### config.mk
export PLATFORM = sky130hd
export DESIGN_NAME = leaf_min_radius
export DESIGN_NICKNAME = d
export VERILOG_FILES = /design/src/rtl/lmr_pkg.sv /design/src/rtl/lmr_cmp_cell.sv /design/src/rtl/lmr_reduce_tree.sv /design/src/rtl/lmr_best_state.sv /design/src/rtl/leaf_min_radius.sv
export SDC_FILE = /design/constraint.sdc
export NUM_CORES = 1
export LEC_CHECK = 0
export ABC_CLOCK_PERIOD_IN_PS = 3200
export CAP_MARGIN = 20
export CORE_ASPECT_RATIO = 1.1
export CORE_MARGIN = 1
export CORE_UTILIZATION = 53
export DETAILED_ROUTE_END_ITERATION = 6
export PLACE_DENSITY = 0.82
export SLEW_MARGIN = 20
export SYNTH_ARGS = -nofsm -noshare
export SYNTH_HDL_FRONTEND = slang
export SYNTH_SLANG_ARGS = --single-unit
### constraint.sdc
create_clock -name clk -period 3.2 [get_ports clk]
set_clock_uncertainty 0.1 [all_clocks]
set_input_delay 0.8 -clock clk [delete_from_list [all_inputs] [get_ports clk]]
set_output_delay 0.8 -clock clk [all_outputs]
set_load 0.01 [all_outputs]
### src/rtl/lmr_pkg.sv
package lmr_pkg;

  // Metric ordering, written once so every stage uses the same rule.
  function automatic logic metric_lt(input logic [63:0] a, input logic [63:0] b);
    return a < b;
  endfunction

  // Decides whether the right-hand operand displaces the left-hand one.
  // Ties keep the left (lower index) operand.
  function automatic logic take_right(input logic [63:0] left_m, input logic [63:0] right_m);
    return metric_lt(right_m, left_m);
  endfunction

endpackage

### src/rtl/lmr_cmp_cell.sv
module lmr_cmp_cell #(
  parameter int MW = 16,
  parameter int VW = 12
) (
  input  logic [MW-1:0] lo_met_i,
  input  logic [VW-1:0] lo_vec_i,
  input  logic [MW-1:0] hi_met_i,
  input  logic [VW-1:0] hi_vec_i,
  output logic [MW-1:0] sel_met_o,
  output logic [VW-1:0] sel_vec_o
);
  import lmr_pkg::*;

  logic pick_hi;

  always_comb begin
    pick_hi   = take_right(64'(lo_met_i), 64'(hi_met_i));
    sel_met_o = pick_hi ? hi_met_i : lo_met_i;
    sel_vec_o = pick_hi ? hi_vec_i : lo_vec_i;
  end

  always_comb begin
    AST_SEL_IS_MIN: assert ((sel_met_o <= lo_met_i) && (sel_met_o <= hi_met_i));
    if (lo_met_i == hi_met_i)
      AST_TIE_KEEPS_LOW: assert (sel_vec_o == lo_vec_i);
  end

endmodule

### src/rtl/lmr_reduce_tree.sv
module lmr_reduce_tree #(
  parameter int N_LEAF = 8,
  parameter int MW     = 16,
  parameter int VW     = 12
) (
  input  logic                 clk,
  input  logic                 rst_n,
  input  logic                 flush_i,
  input  logic                 in_vld_i,
  input  logic [N_LEAF*MW-1:0] in_met_i,
  input  logic [N_LEAF*VW-1:0] in_vec_i,
  output logic                 win_vld_o,
  output logic [MW-1:0]        win_met_o,
  output logic [VW-1:0]        win_vec_o
);
  localparam int LVLS = $clog2(N_LEAF);

  for (genvar s = 0; s < LVLS; s++) begin : g_stg
    localparam int OUTS = N_LEAF >> (s + 1);

    logic [MW-1:0] src_met [2*OUTS];
    logic [VW-1:0] src_vec [2*OUTS];
    logic          src_vld;
    logic [MW-1:0] q_met   [OUTS];
    logic [VW-1:0] q_vec   [OUTS];
    logic          q_vld;

    if (s == 0) begin : g_src_in
      for (genvar i = 0; i < 2*OUTS; i++) begin : g_unpack
        assign src_met[i] = in_met_i[i*MW +: MW];
        assign src_vec[i] = in_vec_i[i*VW +: VW];
      end
      assign src_vld = in_vld_i;
    end else begin : g_src_prev
      for (genvar i = 0; i < 2*OUTS; i++) begin : g_link
        assign src_met[i] = g_stg[s-1].q_met[i];
        assign src_vec[i] = g_stg[s-1].q_vec[i];
      end
      assign src_vld = g_stg[s-1].q_vld;
    end

    always_ff @(posedge clk or negedge rst_n) begin
      if (!rst_n)       q_vld <= 1'b0;
      else if (flush_i) q_vld <= 1'b0;
      else              q_vld <= src_vld;
    end

    for (genvar c = 0; c < OUTS; c++) begin : g_cell
      logic [MW-1:0] c_met;
      logic [VW-1:0] c_vec;

      lmr_cmp_cell #(.MW(MW), .VW(VW)) u_cell (
        .lo_met_i (src_met[2*c]),
        .lo_vec_i (src_vec[2*c]),
        .hi_met_i (src_met[2*c+1]),
        .hi_vec_i (src_vec[2*c+1]),
        .sel_met_o(c_met),
        .sel_vec_o(c_vec)
      );

      always_ff @(posedge clk or negedge rst_n) begin
        if (!rst_n) begin
          q_met[c] <= '1;
          q_vec[c] <= '0;
        end else if (src_vld) begin
          q_met[c] <= c_met;
          q_vec[c] <= c_vec;
        end
      end
    end
  end

  assign win_vld_o = g_stg[LVLS-1].q_vld;
  assign win_met_o = g_stg[LVLS-1].q_met[0];
  assign win_vec_o = g_stg[LVLS-1].q_vec[0];

  AST_FLUSH_KILLS_STAGE0: assert property (@(posedge clk) disable iff (!rst_n)
    flush_i |=> !g_stg[0].q_vld);

endmodule

### src/rtl/lmr_best_state.sv
module lmr_best_state #(
  parameter int MW = 16,
  parameter int VW = 12
) (
  input  logic          clk,
  input  logic          rst_n,
  input  logic          clr_i,
  input  logic          win_vld_i,
  input  logic [MW-1:0] win_met_i,
  input  logic [VW-1:0] win_vec_i,
  input  logic          done_i,
  output logic [MW-1:0] radius_o,
  output logic [MW-1:0] best_met_o,
  output logic [VW-1:0] best_vec_o,
  output logic          found_o,
  output logic          dec_vld_o,
  output logic [VW-1:0] dec_vec_o
);
  import lmr_pkg::*;

  localparam logic [MW-1:0] INF = {MW{1'b1}};

  logic [MW-1:0] radius_q, best_met_q;
  logic [VW-1:0] best_vec_q, dec_vec_q;
  logic          found_q, dec_vld_q;
  logic          improve_w;

  assign improve_w = win_vld_i && !clr_i && metric_lt(64'(win_met_i), 64'(best_met_q));

  always_ff @(posedge clk or negedge rst_n) begin
    if (!rst_n) begin
      radius_q   <= INF;
      best_met_q <= INF;
      best_vec_q <= '0;
      found_q    <= 1'b0;
    end else if (clr_i) begin
      radius_q   <= INF;
      best_met_q <= INF;
      best_vec_q <= '0;
      found_q    <= 1'b0;
    end else if (improve_w) begin
      radius_q   <= win_met_i;
      best_met_q <= win_met_i;
      best_vec_q <= win_vec_i;
      found_q    <= 1'b1;
    end
  end

  always_ff @(posedge clk or negedge rst_n) begin
    if (!rst_n) begin
      dec_vld_q <= 1'b0;
      dec_vec_q <= '0;
    end else begin
      dec_vld_q <= done_i;
      if (done_i) dec_vec_q <= best_vec_q;
    end
  end

  assign radius_o   = radius_q;
  assign best_met_o = best_met_q;
  assign best_vec_o = best_vec_q;
  assign found_o    = found_q;
  assign dec_vld_o  = dec_vld_q;
  assign dec_vec_o  = dec_vec_q;

  AST_UPDATE_SETS_RADIUS: assert property (@(posedge clk) disable iff (!rst_n)
    improve_w |=> (radius_q == $past(win_met_i)) && found_q);
  AST_NO_UPDATE_HOLDS: assert property (@(posedge clk) disable iff (!rst_n)
    (!improve_w && !clr_i) |=> $stable(best_vec_q) && $stable(radius_q));
  AST_CLEAR_EMPTIES: assert property (@(posedge clk) disable iff (!rst_n)
    clr_i |=> (radius_q == INF) && !found_q);
  AST_DEC_PULSE: assert property (@(posedge clk) disable iff (!rst_n)
    done_i |=> dec_vld_q);
  AST_RADIUS_NONINC: assert property (@(posedge clk) disable iff (!rst_n)
    !clr_i |=> radius_q <= $past(radius_q));
  AST_FOUND_FINITE: assert property (@(posedge clk) disable iff (!rst_n)
    found_q |-> radius_q != INF);

endmodule

### src/rtl/leaf_min_radius.sv
module leaf_min_radius #(
  parameter int N_LEAF = 8,
  parameter int MW     = 16,
  parameter int VW     = 12
) (
  input  logic                 clk,
  input  logic                 rst_n,
  input  logic                 clr_i,
  input  logic                 leaf_vld_i,
  input  logic [N_LEAF*MW-1:0] leaf_met_i,
  input  logic [N_LEAF*VW-1:0] leaf_vec_i,
  input  logic                 done_i,
  output logic [MW-1:0]        radius_o,
  output logic [MW-1:0]        best_met_o,
  output logic [VW-1:0]        best_vec_o,
  output logic                 found_o,
  output logic                 dec_vld_o,
  output logic [VW-1:0]        dec_vec_o
);
  logic          win_vld;
  logic [MW-1:0] win_met;
  logic [VW-1:0] win_vec;

  lmr_reduce_tree #(.N_LEAF(N_LEAF), .MW(MW), .VW(VW)) u_tree (
    .clk      (clk),
    .rst_n    (rst_n),
    .flush_i  (clr_i),
    .in_vld_i (leaf_vld_i),
    .in_met_i (leaf_met_i),
    .in_vec_i (leaf_vec_i),
    .win_vld_o(win_vld),
    .win_met_o(win_met),
    .win_vec_o(win_vec)
  );

  lmr_best_state #(.MW(MW), .VW(VW)) u_state (
    .clk       (clk),
    .rst_n     (rst_n),
    .clr_i     (clr_i),
    .win_vld_i (win_vld),
    .win_met_i (win_met),
    .win_vec_i (win_vec),
    .done_i    (done_i),
    .radius_o  (radius_o),
    .best_met_o(best_met_o),
    .best_vec_o(best_vec_o),
    .found_o   (found_o),
    .dec_vld_o (dec_vld_o),
    .dec_vec_o (dec_vec_o)
  );

  AST_RADIUS_EQ_BEST: assert property (@(posedge clk) disable iff (!rst_n)
    radius_o == best_met_o);

endmodule

==> summary.json, run 1 <==
{
  "clock_tree.htree_level_count": 1,
  "power.leakage_nw": 8.431,
  "worst_path_largest_cell_delay_ns": 0.85,
  "worst_hold_path_type": "primary input to async pin",
  "critPathRequiredTime_ns": 3.56,
  "power.switching_fraction_pct": 28.34,
  "tritoncts.num_buffers": 26,
  "ys_top_cells_by_area": "sky130_fd_sc_hd__dfstp_2 (23%), sky130_fd_sc_hd__mux2_2 (22%), sky130_fd_sc_hd__dfrtp_1 (19%)",
  "worst_slew_margin_rel_pct": 31.74,
  "synth.mux.area_fraction_pct": 24.86,
  "post_synth.cell_area_avg_um2": 11.46,
  "layout-drive-gt1-share_pct": 34.12,
  "routed_wirelength_um": 35690,
  "synth.yosys.warnings": 0,
  "postSynth.asyncResetShare_pct": 100.0,
  "worst_setup_hold_path_clk_slew_ns": 0.06,
  "grt_antenna_before_repair": 1,
  "worstSetupPathType": "primary input to flop",
  "reg2reg_setup_slack_ns": 0.32,
  "worstReg2RegEnd": "u_tree.g_stg[1].q_vec[9]",
  "internal_power_w": 0.007450,
  "first_global_vias": 11080,
  "finalHoldViolCount": 0,
  "ctsLongestPathBuffers": 3,
  "cts.sink_count": 241,
  "setup_viol_count_final": 0,
  "cts_post_setup_buffers_inserted": 0,
  "ys_seq_elements": 241,
  "total_nets_after_synthesis": 1615,
  "syn_inst": 1266,
  "finalWeightedCongestion": 0.8525,
  "coreArea_um2": 26960,
  "critPathMostFrequentCell": "sky130_fd_sc_hd__a2111oi_4",
  "layout_min_cycle_time_ns": 2.980,
  "synth.cell_area_um2": 14510,
  "worst_slew_pin_slew_ns": 1.016,
  "synth.distinct_cells": 47,
  "grt_first_pass_wirelength_um": 56640,
  "run_status": "finished, final reports clean",
  "start_util_pct": 53.82,
  "die_h_um": 175.5,
  "critical-path-slowest-cell": "sky130_fd_sc_hd__nor4_4",
  "floorplan.die.width_um": 159.8,
  "worst_setup_path_start_kind": "primary input",
  "groute.usage.overall_pct": 25.46,
  "fmax_mhz": 335.6,
  "drc_errors": 0,
  "max-vdd-ir-drop_v": 0.0003844,
  "hold_ws_ns": 0.1795,
  "synth_top_family_by_area": "multiplexers",
  "rows": 63,
  "grt_setup_unrepaired": "false",
  "ff2ff_path_depth": 9,
  "timing.critical_path.cells": "clkdlybuf4s50_1, inv_1, ha_1, a2111oi_4, a2111oi_4, nor4_4, and2_0, a221o_1",
  "compound_gate_fraction_of_synth_area_pct": 9.132,
  "clock-root-buffer": "sky130_fd_sc_hd__clkbuf_16",
  "synth_top_area_share_pct": 23.18,
  "io-pin-count": 287,
  "synth_flop_cell": "sky130_fd_sc_hd__dfstp_2",
  "max-cap-violations": 0,
  "source_to_sink_clock_delay_at_the_later_pin_of_the_worst_skew_pair_ns": 0.53,
  "drt_first_pass_iters": 6,
  "power.sequential.fraction_pct": 44.1,
  "post_cts_resize_count": 0,
  "route.detailed.vias_per_inst": 5.472,
  "pwr_density_cell_nw_per_um2": 555.1,
  "io_buffers": 286,
  "timing.critical_path.to_type": "flop",
  "xor_xnor_cell_area_share_of_the_yosys_netlist_pct": 0,
  "area_delta_synth_final_pct": 29.07,
  "critical_path.reg2reg.startpoint": "u_tree.g_stg[0].q_met[23]",
  "synth_area_leader_cell": "sky130_fd_sc_hd__dfstp_2",
  "layout_worst_path_cycle_share_pct": 93.13,
  "synth-simple-area-share_pct": 6.908,
  "drv_slew": 0,
  "route.antenna.remaining_nets": 0,
  "p_clk_share_pct": 28.5,
  "worst-endpoint-arrival_ns": 3.34,
  "synth.yosys.seq_area_share_pct": 42.67,
  "globalRouteOverflowTotal": 0,
  "place_ws_ns": -0.3395,
  "dp_hpwl_um": 27080,
  "tritoncts_clock_tree": "built",
  "cp_max_fo": 28,
  "initialDrtViolationCount": 400,
  "post_drt_wl_per_cell_um": 18.45,
  "floorplan.die_area_um2": 28040,
  "synth-edff-count": 0,
  "final_critical_path_setup_slack_ns": 0.2200,
  "post_synth_fa_ha_maj_area_fraction_pct": 10.35,
  "route.vias.total": 10590,
  "nNetsFinal": 1908,
  "combinationalPowerShare_pct": 27.4,
  "post_cts_hold_fix_bufs": 0,
  "pin_count_of_the_biggest_net_entering_global_routing": 90,
  "power.switching_w": 0.002946
}
## registers in the layout, summed over array words and instances (netlist names)
signal / count
u_state.best_vec_o: 12
u_tree.win_vec_o: 12
u_tree.win_met_o: 16
u_state.best_met_o: 16
u_tree.g_stg.q_vec: 72
u_state.dec_vld_o: 1
u_tree.g_stg.q_met: 96
u_state.found_o: 1
u_tree.g_stg.q_vld: 2
u_tree.win_vld_o: 1
u_state.dec_vec_o: 12
## kinds of logic after synthesis
family / Yosys count
buf+inv: 197
flops: 241
simple gates: 203
mux: 315
compound gates: 190
fa+ha+maj: 120
## how the worst max path moves through the flow
stage	slack, ns	endpoint	cells past startpoint	startpoint
6_report	0.22	u_tree.g_stg[0].q_vec[3]	8	leaf_met_i[97]
5_1_grt	0.05	u_tree.g_stg[0].q_vec[5]	8	leaf_met_i[97]
4_1_cts	0.20	u_tree.g_stg[0].q_vec[4]	8	leaf_met_i[97]
3_5_place_dp	-0.34	u_tree.g_stg[0].q_vec[4]	8	leaf_met_i[97]
3_3_place_gp	-0.25	u_tree.g_stg[0].q_met[11]	8	leaf_met_i[97]
2_1_floorplan	0.36	u_tree.g_stg[0].q_vec[0]	9	leaf_met_i[111]
## cells in the final DEF (no fill, tap or decap), types with 2 or more instances in the layout
cell type,count
sky130_fd_sc_hd__a2111oi_0,3
sky130_fd_sc_hd__nor4_1,2
sky130_fd_sc_hd__nand2b_1,10
sky130_fd_sc_hd__nor2b_1,3
sky130_fd_sc_hd__clkdlybuf4s50_1,283
sky130_fd_sc_hd__nand3_1,7
sky130_fd_sc_hd__a21oi_1,59
sky130_fd_sc_hd__o31ai_4,4
sky130_fd_sc_hd__nor4b_1,3
sky130_fd_sc_hd__and2_0,27
sky130_fd_sc_hd__clkbuf_1,6
sky130_fd_sc_hd__dfrtp_1,112
sky130_fd_sc_hd__a221o_1,27
sky130_fd_sc_hd__a21o_1,11
sky130_fd_sc_hd__clkbuf_8,7
sky130_fd_sc_hd__inv_1,126
sky130_fd_sc_hd__buf_12,7
sky130_fd_sc_hd__mux2_4,20
sky130_fd_sc_hd__nand2_1,74
sky130_fd_sc_hd__nor3_1,21
sky130_fd_sc_hd__nand4_1,15
sky130_fd_sc_hd__a211o_1,3
sky130_fd_sc_hd__buf_4,43
sky130_fd_sc_hd__ha_1,120
sky130_fd_sc_hd__mux2i_1,12
sky130_fd_sc_hd__clkbuf_16,27
sky130_fd_sc_hd__o21a_1,5
sky130_fd_sc_hd__nor2_1,36
sky130_fd_sc_hd__a2111oi_4,3
sky130_fd_sc_hd__a211oi_1,2
sky130_fd_sc_hd__mux2_2,283
sky130_fd_sc_hd__o21ai_0,64
sky130_fd_sc_hd__clkinv_2,5
sky130_fd_sc_hd__dfstp_2,128
## worst max-delay path, delay by kind of cell
| family | cells | cell delay [ns] |
|---|---|---|
| AO/OA/AOI/OAI | 3 | 0.59 |
| adder cells (fa/ha/maj) | 1 | 0.32 |
| buffers and inverters | 2 | 0.53 |
| AND/OR/NAND/NOR | 2 | 1.10 |
## layout make-up
cell class / count / area [µm²]
fill: 1973 / 8232
multi-input combinational: 828 / 7436
sequential: 241 / 6192
timing repair buffer: 336 / 3327
clock buffer: 40 / 794.5
inverter: 126 / 473.0
tap: 357 / 446.7
clock inverter: 6 / 55.05
antenna: 1 / 2.502
## per-stage QoR
stage	TNS (ns)	instances	cell area [µm²]	total power, W	utilization [%]
final	0	1935	18730	0.01040	69.47
after global routing	0	1935	18730	0.01096	69.47
after CTS	0	1934	18720	0.01047	69.46
after detailed placement	-19.09	1888	17870	0.007455	66.30
after global placement	-14.95	1887	17860	0.007288	66.26
after floorplan	0	1266	14510	0.006294	-
## power by group through the flow
stage	Combinational [W]	Clock (W)	Sequential, W
floorplan	0.00199	0	0.00430
global placement	0.00270	0	0.00459
detailed placement	0.00283	0	0.00462
CTS	0.00287	0.00302	0.00458
global route	0.00316	0.00315	0.00465
finish	0.00285	0.00296	0.00458
## routing by layer
| layer | part of all wire [%] | wire, µm | GRT usage (%) | vias to the layer above |
|---|---|---|---|---|
| li1 | - | - | - | 5053 |
| met1 | 41 | 14640 | 31.18 | 5192 |
| met2 | 52 | 18420 | 46.03 | 262 |
| met3 | 4.3 | 1524 | 3.140 | 82 |
| met4 | 3.1 | 1108 | 9.014 | 0 |
| met5 | 0 | 0 | 0 | - |
## synth_stat cells (3+ instances only)
cell type                   count
sky130_fd_sc_hd__nand2_1       74
sky130_fd_sc_hd__inv_1        126
sky130_fd_sc_hd__o21ai_0       64
sky130_fd_sc_hd__a21oi_1       59
sky130_fd_sc_hd__and2_0        27
sky130_fd_sc_hd__nand2b_1      10
sky130_fd_sc_hd__nand3_1        7
sky130_fd_sc_hd__o21a_1         5
sky130_fd_sc_hd__o31ai_4        4
sky130_fd_sc_hd__nor2b_1        3
sky130_fd_sc_hd__nand4_1       15
sky130_fd_sc_hd__nor4b_1        3
sky130_fd_sc_hd__mux2_4        20
sky130_fd_sc_hd__a21o_1        11
sky130_fd_sc_hd__a2111oi_4      3
sky130_fd_sc_hd__buf_2          7
sky130_fd_sc_hd__nor2_1        36
sky130_fd_sc_hd__mux2_2       283
sky130_fd_sc_hd__nor3_1        21
sky130_fd_sc_hd__mux2i_1       12
sky130_fd_sc_hd__buf_4         21
sky130_fd_sc_hd__clkbuf_1      28
sky130_fd_sc_hd__buf_1          8
sky130_fd_sc_hd__a2111oi_0      3
sky130_fd_sc_hd__a221o_1       27
sky130_fd_sc_hd__a211o_1        3
sky130_fd_sc_hd__dfstp_2      128
sky130_fd_sc_hd__buf_6          6
sky130_fd_sc_hd__dfrtp_1      113
sky130_fd_sc_hd__ha_1         120
(Power assumes the default switching activity.)
==> run 2, diff against run 1 <==
--- a/config.mk
+++ b/config.mk
@@ -7,9 +7,10 @@
 export LEC_CHECK = 0
 export ABC_CLOCK_PERIOD_IN_PS = 3200
 export CAP_MARGIN = 20
-export CORE_ASPECT_RATIO = 1.1
+export CORE_ASPECT_RATIO = 1.5
 export CORE_MARGIN = 1
 export CORE_UTILIZATION = 53
+export CTS_CLUSTER_DIAMETER = 200
 export DETAILED_ROUTE_END_ITERATION = 6
 export PLACE_DENSITY = 0.82
 export SLEW_MARGIN = 20
==> run 2 against run 1 <==
  * Worst setup slack worse by 0.10 ns
  * Cell count is 1.0% lower
  * Global-route usage is 0.55 points higher
  * Highest routed layer unchanged
  * Flip-flop and latch count stayed put
  * Register-to-register slack better by 0.23 ns
==> summary.json, run 2 (same netlist as run 1, synthesis figures left out) <==
{
  "globalRouteOverflowTotal": 0,
  "clock-root-buffer": "sky130_fd_sc_hd__clkbuf_16",
  "routed_wirelength_um": 35290,
  "largest_register_ff_count": 96,
  "tritoncts_clock_tree": "built",
  "area_delta_synth_final_pct": 28.41,
  "cp_max_fo": 20,
  "dp_hpwl_um": 27350,
  "timing.critical_path.cells": "clkdlybuf4s50_1, inv_1, ha_1, nand4_1, or3_4, a2111oi_4, nor4_4, buf_6, and2_0, a221o_1",
  "post_cts_resize_count": 0,
  "critical-path-slowest-cell": "sky130_fd_sc_hd__clkdlybuf4s50_1",
  "drt_first_pass_iters": 4,
  "initialDrtViolationCount": 405,
  "die_h_um": 204.6,
  "finalHoldViolCount": 0,
  "drv_slew": 0,
  "timing.critical_path.to_type": "flop",
  "nNetsFinal": 1908,
  "route.detailed.vias_per_inst": 5.520,
  "pwr_density_cell_nw_per_um2": 543.5,
  "layout_min_cycle_time_ns": 3.080,
  "layout-drive-gt1-share_pct": 34.01,
  "fin_tns_setup_ns": 0,
  "io-pin-count": 287,
  "fmax_mhz": 324.7,
  "tritoncts.num_buffers": 23,
  "worst_setup_hold_path_clk_slew_ns": 0.06,
  "first_global_vias": 11140,
  "floorplan.die.width_um": 137.1,
  "groute.usage.overall_pct": 26.01,
  "final_cell_mix": "sky130_fd_sc_hd__mux2_2 (283), sky130_fd_sc_hd__clkdlybuf4s50_1 (283), sky130_fd_sc_hd__dfstp_2 (128)",
  "route.antenna.remaining_nets": 0,
  "fillers": 1922,
  "worst-endpoint-arrival_ns": 3.37,
  "reg.largest.list": "u_tree.g_stg.q_met: 96 flops, u_tree.g_stg.q_vec: 72 flops",
  "drc_errors": 0,
  "power.leakage_nw": 8.396,
  "finalWeightedCongestion": 0.8462,
  "max-vdd-ir-drop_v": 0.0004831,
  "run_status": "finished, final reports clean",
  "critPathRequiredTime_ns": 3.49,
  "grt_first_pass_wirelength_um": 56410,
  "worst_slew_margin_rel_pct": 41.51,
  "setup_viol_count_final": 0,
  "layout_worst_path_cycle_share_pct": 96.25,
  "cts.sink_count": 241,
  "worst_setup_path_start_kind": "primary input",
  "worst_path_largest_cell_delay_ns": 0.50,
  "grt_setup_unrepaired": "false",
  "pin_count_of_the_biggest_net_entering_global_routing": 75,
  "layout.core_utilization_pct": 69.86,
  "grt_antenna_before_repair": 2,
  "regMostFlops": "u_tree.g_stg.q_met",
  "ctsLongestPathBuffers": 3,
  "max-cap-violations": 0,
  "cts_post_setup_buffers_inserted": 0,
  "route.vias.total": 10570,
  "floorplan.die_area_um2": 28060,
  "source_to_sink_clock_delay_at_the_later_pin_of_the_worst_skew_pair_ns": 0.52,
  "rows": 73,
  "clock_tree.htree_level_count": 1,
  "io_buffers": 286,
  "worst_hold_path_type": "primary input to async pin",
  "post_cts_hold_fix_bufs": 0,
  "worst_slew_pin_slew_ns": 0.8773,
  "coreArea_um2": 26670,
  "start_util_pct": 54.40,
  "worstSetupPathType": "primary input to flop",
  "post_drt_wl_per_cell_um": 18.43
}
run 2: cell count changes in the layout (fill, tap and decap cells not counted), moves of 2 or more:
cell,change
sky130_fd_sc_hd__buf_4,+4
sky130_fd_sc_hd__clkbuf_8,-2
sky130_fd_sc_hd__clkbuf_16,-4
sky130_fd_sc_hd__clkinv_1,+2
run 2: critical path, delay by kind of cell:
kind / cells / cell delay (ns)
and+or+nand+nor: 4 / 0.86
buffers and inverters: 3 / 0.73
AOI/OAI and AO/OA: 2 / 0.68
adders and majority gates: 1 / 0.29
run 2: stage by stage:
step                      hold slack (ns)  instance area, µm²  worst slack, ns  instances  total power [W]
after detailed placement           0.3920               17860          -0.3447       1870         0.007430
after global placement             0.3818               17860          -0.2642       1870         0.007274
after global routing               0.2010               18630          0.01406       1915          0.01070
after CTS                          0.1777               18620           0.1854       1912          0.01020
final                              0.1764               18630           0.1199       1915          0.01013
after floorplan                    0.3758               14510           0.3569       1266         0.006294
run 2: path summary, 6_finish.rpt:
check,end,from,cells past startpoint,slack (ns)
hold / removal,u_tree.win_vec_o[0],rst_n,1,0.18
min in group clk,u_tree.g_stg[1].q_vec[17],u_tree.g_stg[0].q_vec[29],1,0.40
hold reg to reg,u_tree.g_stg[1].q_vec[17],u_tree.g_stg[0].q_vec[29],1,0.40
setup / recovery,u_tree.g_stg[0].q_vec[7],leaf_met_i[111],10,0.12
max in group asynchronous,u_tree.g_stg[1].q_met[1],rst_n,2,1.96
setup reg to reg,u_tree.g_stg[1].q_vec[19],u_tree.g_stg[0].q_met[57],9,0.55
run 2: area by class of cell:
type / count / area [µm²] / area share [%]
multi-input combinational: 828 / 7443 / 39.95
clock inverter: 9 / 96.34 / 0.5171
inverter: 126 / 473.0 / 2.538
tap: 337 / 421.7 / 2.263
timing repair buffer: 339 / 3337 / 17.91
clock buffer: 33 / 663.1 / 3.559
antenna: 2 / 5.005 / 0.02686
sequential: 241 / 6192 / 33.23
run 2: power by group:
group / switching [W] / leakage [nW] / internal [W] / total (W)
registers: 0.000565 / 2.74 / 0.00398 / 0.00455
clock network: 0.00114 / 0.377 / 0.00160 / 0.00275
logic: 0.00115 / 5.28 / 0.00169 / 0.00283
total: 0.00285 / 8.40 / 0.00727 / 0.0101
run 2: layer usage:
metal | track usage, % | part of all wire (%)
met4 | 9.812 | 3.5
met3 | 2.450 | 3.6
met1 | 29.18 | 38
met2 | 49.64 | 55
met5 | 0 | 0
==> run 3, diff against run 2 <==
--- a/config.mk
+++ b/config.mk
@@ -7,12 +7,15 @@
 export LEC_CHECK = 0
 export ABC_CLOCK_PERIOD_IN_PS = 3200
 export CAP_MARGIN = 20
+export CELL_PAD_IN_SITES_DETAIL_PLACEMENT = 1
+export CELL_PAD_IN_SITES_GLOBAL_PLACEMENT = 2
 export CORE_ASPECT_RATIO = 1.5
 export CORE_MARGIN = 1
-export CORE_UTILIZATION = 53
+export CORE_UTILIZATION = 34
 export CTS_CLUSTER_DIAMETER = 200
 export DETAILED_ROUTE_END_ITERATION = 6
-export PLACE_DENSITY = 0.82
+export MAX_ROUTING_LAYER = met4
+export PLACE_DENSITY_LB_ADDON = 0.1
 export SLEW_MARGIN = 20
 export SYNTH_ARGS = -nofsm -noshare
 export SYNTH_HDL_FRONTEND = slang
==> run 3 against run 2 <==
  * Sequential share of layout area shrank 1.3 points
  * Global-route usage decreased by 5.4 points
  * Maximum frequency is 2.2% higher
  * Clock power rose by 17%
  * First-iteration DRC count is 28% lower
  * Cell area increased by 4.0%
  * Die area rose by 55%
  * Core utilization down 24 points
  * Power increased by 6.1%
  * Worst hold slack worse by 0.096 ns
  * Critical path depth unchanged
  * Highest routed layer unchanged
==> summary.json, run 3 (same netlist as run 1, synthesis figures left out) <==
{
  "io_buffers": 286,
  "worst_setup_path_start_kind": "primary input",
  "floorplan.die.width_um": 170.7,
  "globalRouteOverflowTotal": 0,
  "worstReg2RegEnd": "u_tree.win_vec_o[4]",
  "route.detailed.vias_per_inst": 4.909,
  "clock-root-buffer": "sky130_fd_sc_hd__clkbuf_16",
  "layout_worst_path_cycle_share_pct": 94.14,
  "run_status": "finished, final reports clean",
  "coreArea_um2": 42020,
  "worst_setup_hold_path_clk_slew_ns": 0.07,
  "routed_wirelength_um": 42550,
  "pin_count_of_the_biggest_net_entering_global_routing": 74,
  "worst_hold_path_type": "primary input to async pin",
  "power.leakage_nw": 8.658,
  "max-vdd-ir-drop_v": 0.0003995,
  "drc_errors": 0,
  "grt_setup_unrepaired": "false",
  "tritoncts.num_buffers": 27,
  "initialDrtViolationCount": 292,
  "route.vias.total": 10740,
  "post_drt_wl_per_cell_um": 19.46,
  "area_delta_synth_final_pct": 33.56,
  "fillers": 4516,
  "fmax_mhz": 331.9,
  "critical_path.reg2reg.startpoint": "u_tree.g_stg[1].q_met[23]",
  "final_critical_path_setup_slack_ns": 0.1875,
  "timing.critical_path.cells": "clkdlybuf4s50_1, inv_1, ha_1, nand4_1, or3_4, a2111oi_4, nor4_4, clkbuf_8, and2_0, a221o_1",
  "grt_antenna_before_repair": 3,
  "critPathRequiredTime_ns": 3.53,
  "finalHoldViolCount": 0,
  "drt_first_pass_iters": 4,
  "source_to_sink_clock_delay_at_the_later_pin_of_the_worst_skew_pair_ns": 0.56,
  "setup_viol_count_final": 0,
  "start_util_pct": 34.53,
  "final_cell_mix": "sky130_fd_sc_hd__mux2_2 (283), sky130_fd_sc_hd__clkdlybuf4s50_1 (283), sky130_fd_sc_hd__dfstp_2 (128)",
  "tritoncts_clock_tree": "built",
  "floorplan.die_area_um2": 43520,
  "groute.usage.overall_pct": 20.58,
  "timing.critical_path.to_type": "flop",
  "pwr_density_cell_nw_per_um2": 554.3,
  "worstSetupPathType": "primary input to flop",
  "worst_path_largest_cell_delay_ns": 0.48,
  "place_ws_ns": -0.5377,
  "reg2reg_setup_slack_ns": 0.42,
  "max-cap-violations": 0,
  "largest_register_ff_count": 96,
  "critical-path-slowest-cell": "sky130_fd_sc_hd__clkdlybuf4s50_1",
  "post_cts_resize_count": 0,
  "route.antenna.remaining_nets": 0,
  "cp_max_fo": 19,
  "worst_slew_margin_rel_pct": 41.23,
  "die_h_um": 255,
  "worst_slew_pin_slew_ns": 0.8815,
  "drv_slew": 0,
  "io-pin-count": 287,
  "critPathBufInv": 3,
  "regMostFlops": "u_tree.g_stg.q_met",
  "worst-endpoint-arrival_ns": 3.35,
  "nNetsFinal": 1949,
  "finalWeightedCongestion": 0.7905,
  "layout_min_cycle_time_ns": 3.013,
  "post_cts_hold_fix_bufs": 0,
  "reg.largest.list": "u_tree.g_stg.q_met: 96 flops, u_tree.g_stg.q_vec: 72 flops",
  "rows": 92,
  "dp_hpwl_um": 33300,
  "total_power_w": 0.01074,
  "grt_first_pass_wirelength_um": 66250,
  "cts_post_setup_buffers_inserted": 0,
  "layout-drive-gt1-share_pct": 35.99,
  "clock_tree.htree_level_count": 1,
  "cts.sink_count": 241,
  "first_global_vias": 11920,
  "ff2ff_path_depth": 8,
  "critPathTopFamily": "simple AND/OR/NAND/NOR gates",
  "ctsLongestPathBuffers": 3
}
[run 3: cell count changes in the layout (fill, tap and decap cells not counted), sizes merged]
cell      change
buf          +36
clkbuf        +7
clkinvlp      +1
diode         +1
[run 3: cell type report]
cell class                      instances  area, µm²  area share [%]
Multi-Input combinational cell        828       7450           38.44
Sequential cell                       241       6192           31.95
Timing Repair Buffer                  376       3642           18.80
Clock buffer                           39      790.8           4.081
Tap cell                              564      705.7           3.642
Inverter                              126      473.0           2.441
Clock inverter                         10      117.6          0.6069
Antenna cell                            3      7.507         0.03874
[run 3: power breakdown]
group	internal (W)	leakage, nW	switching [W]
clock network	0.00188	0.448	0.00133
logic	0.00173	5.47	0.00118
registers	0.00399	2.74	0.000636
[run 3: layer usage]
layer | track usage, % | share of wire (%) | vias up
li1 | - | - | 5144
met1 | 22.18 | 39 | 5366
met2 | 39.59 | 57 | 175
met3 | 1.732 | 2.4 | 52
met4 | 5.766 | 2.2 | 0
met5 | - | 0 | -
[run 3: worst max path at each step]
| stage | cells past startpoint | to | start | slack [ns] |
|---|---|---|---|---|
| 4_1_cts | 9 | u_tree.g_stg[0].q_vec[7] | leaf_met_i[97] | 0.03 |
| 2_1_floorplan | 9 | u_tree.g_stg[0].q_vec[0] | leaf_met_i[111] | 0.36 |
| 3_3_place_gp | 9 | u_tree.g_stg[0].q_vec[4] | leaf_met_i[97] | -0.44 |
| 5_1_grt | 9 | u_tree.g_stg[0].q_vec[30] | leaf_met_i[33] | 0.008 |
| 6_report | 10 | u_tree.g_stg[0].q_vec[7] | leaf_met_i[111] | 0.19 |
| 3_5_place_dp | 9 | u_tree.g_stg[0].q_vec[2] | leaf_met_i[97] | -0.54 |
[run 3: stage by stage]
| step | cells | cell area (µm²) | util, % | setup TNS, ns | hold slack [ns] |
|---|---|---|---|---|---|
| floorplan | 1266 | 14510 | - | 0 | 0.3758 |
| detailed placement | 2134 | 18440 | 43.90 | -37.87 | 0.3912 |
| global route | 2187 | 19380 | 46.12 | 0 | 0.1090 |
| global placement | 2134 | 18440 | 43.90 | -32.35 | 0.3914 |
| finish | 2187 | 19380 | 46.12 | 0 | 0.08006 |
| CTS | 2183 | 19350 | 46.06 | 0 | 0.08690 |
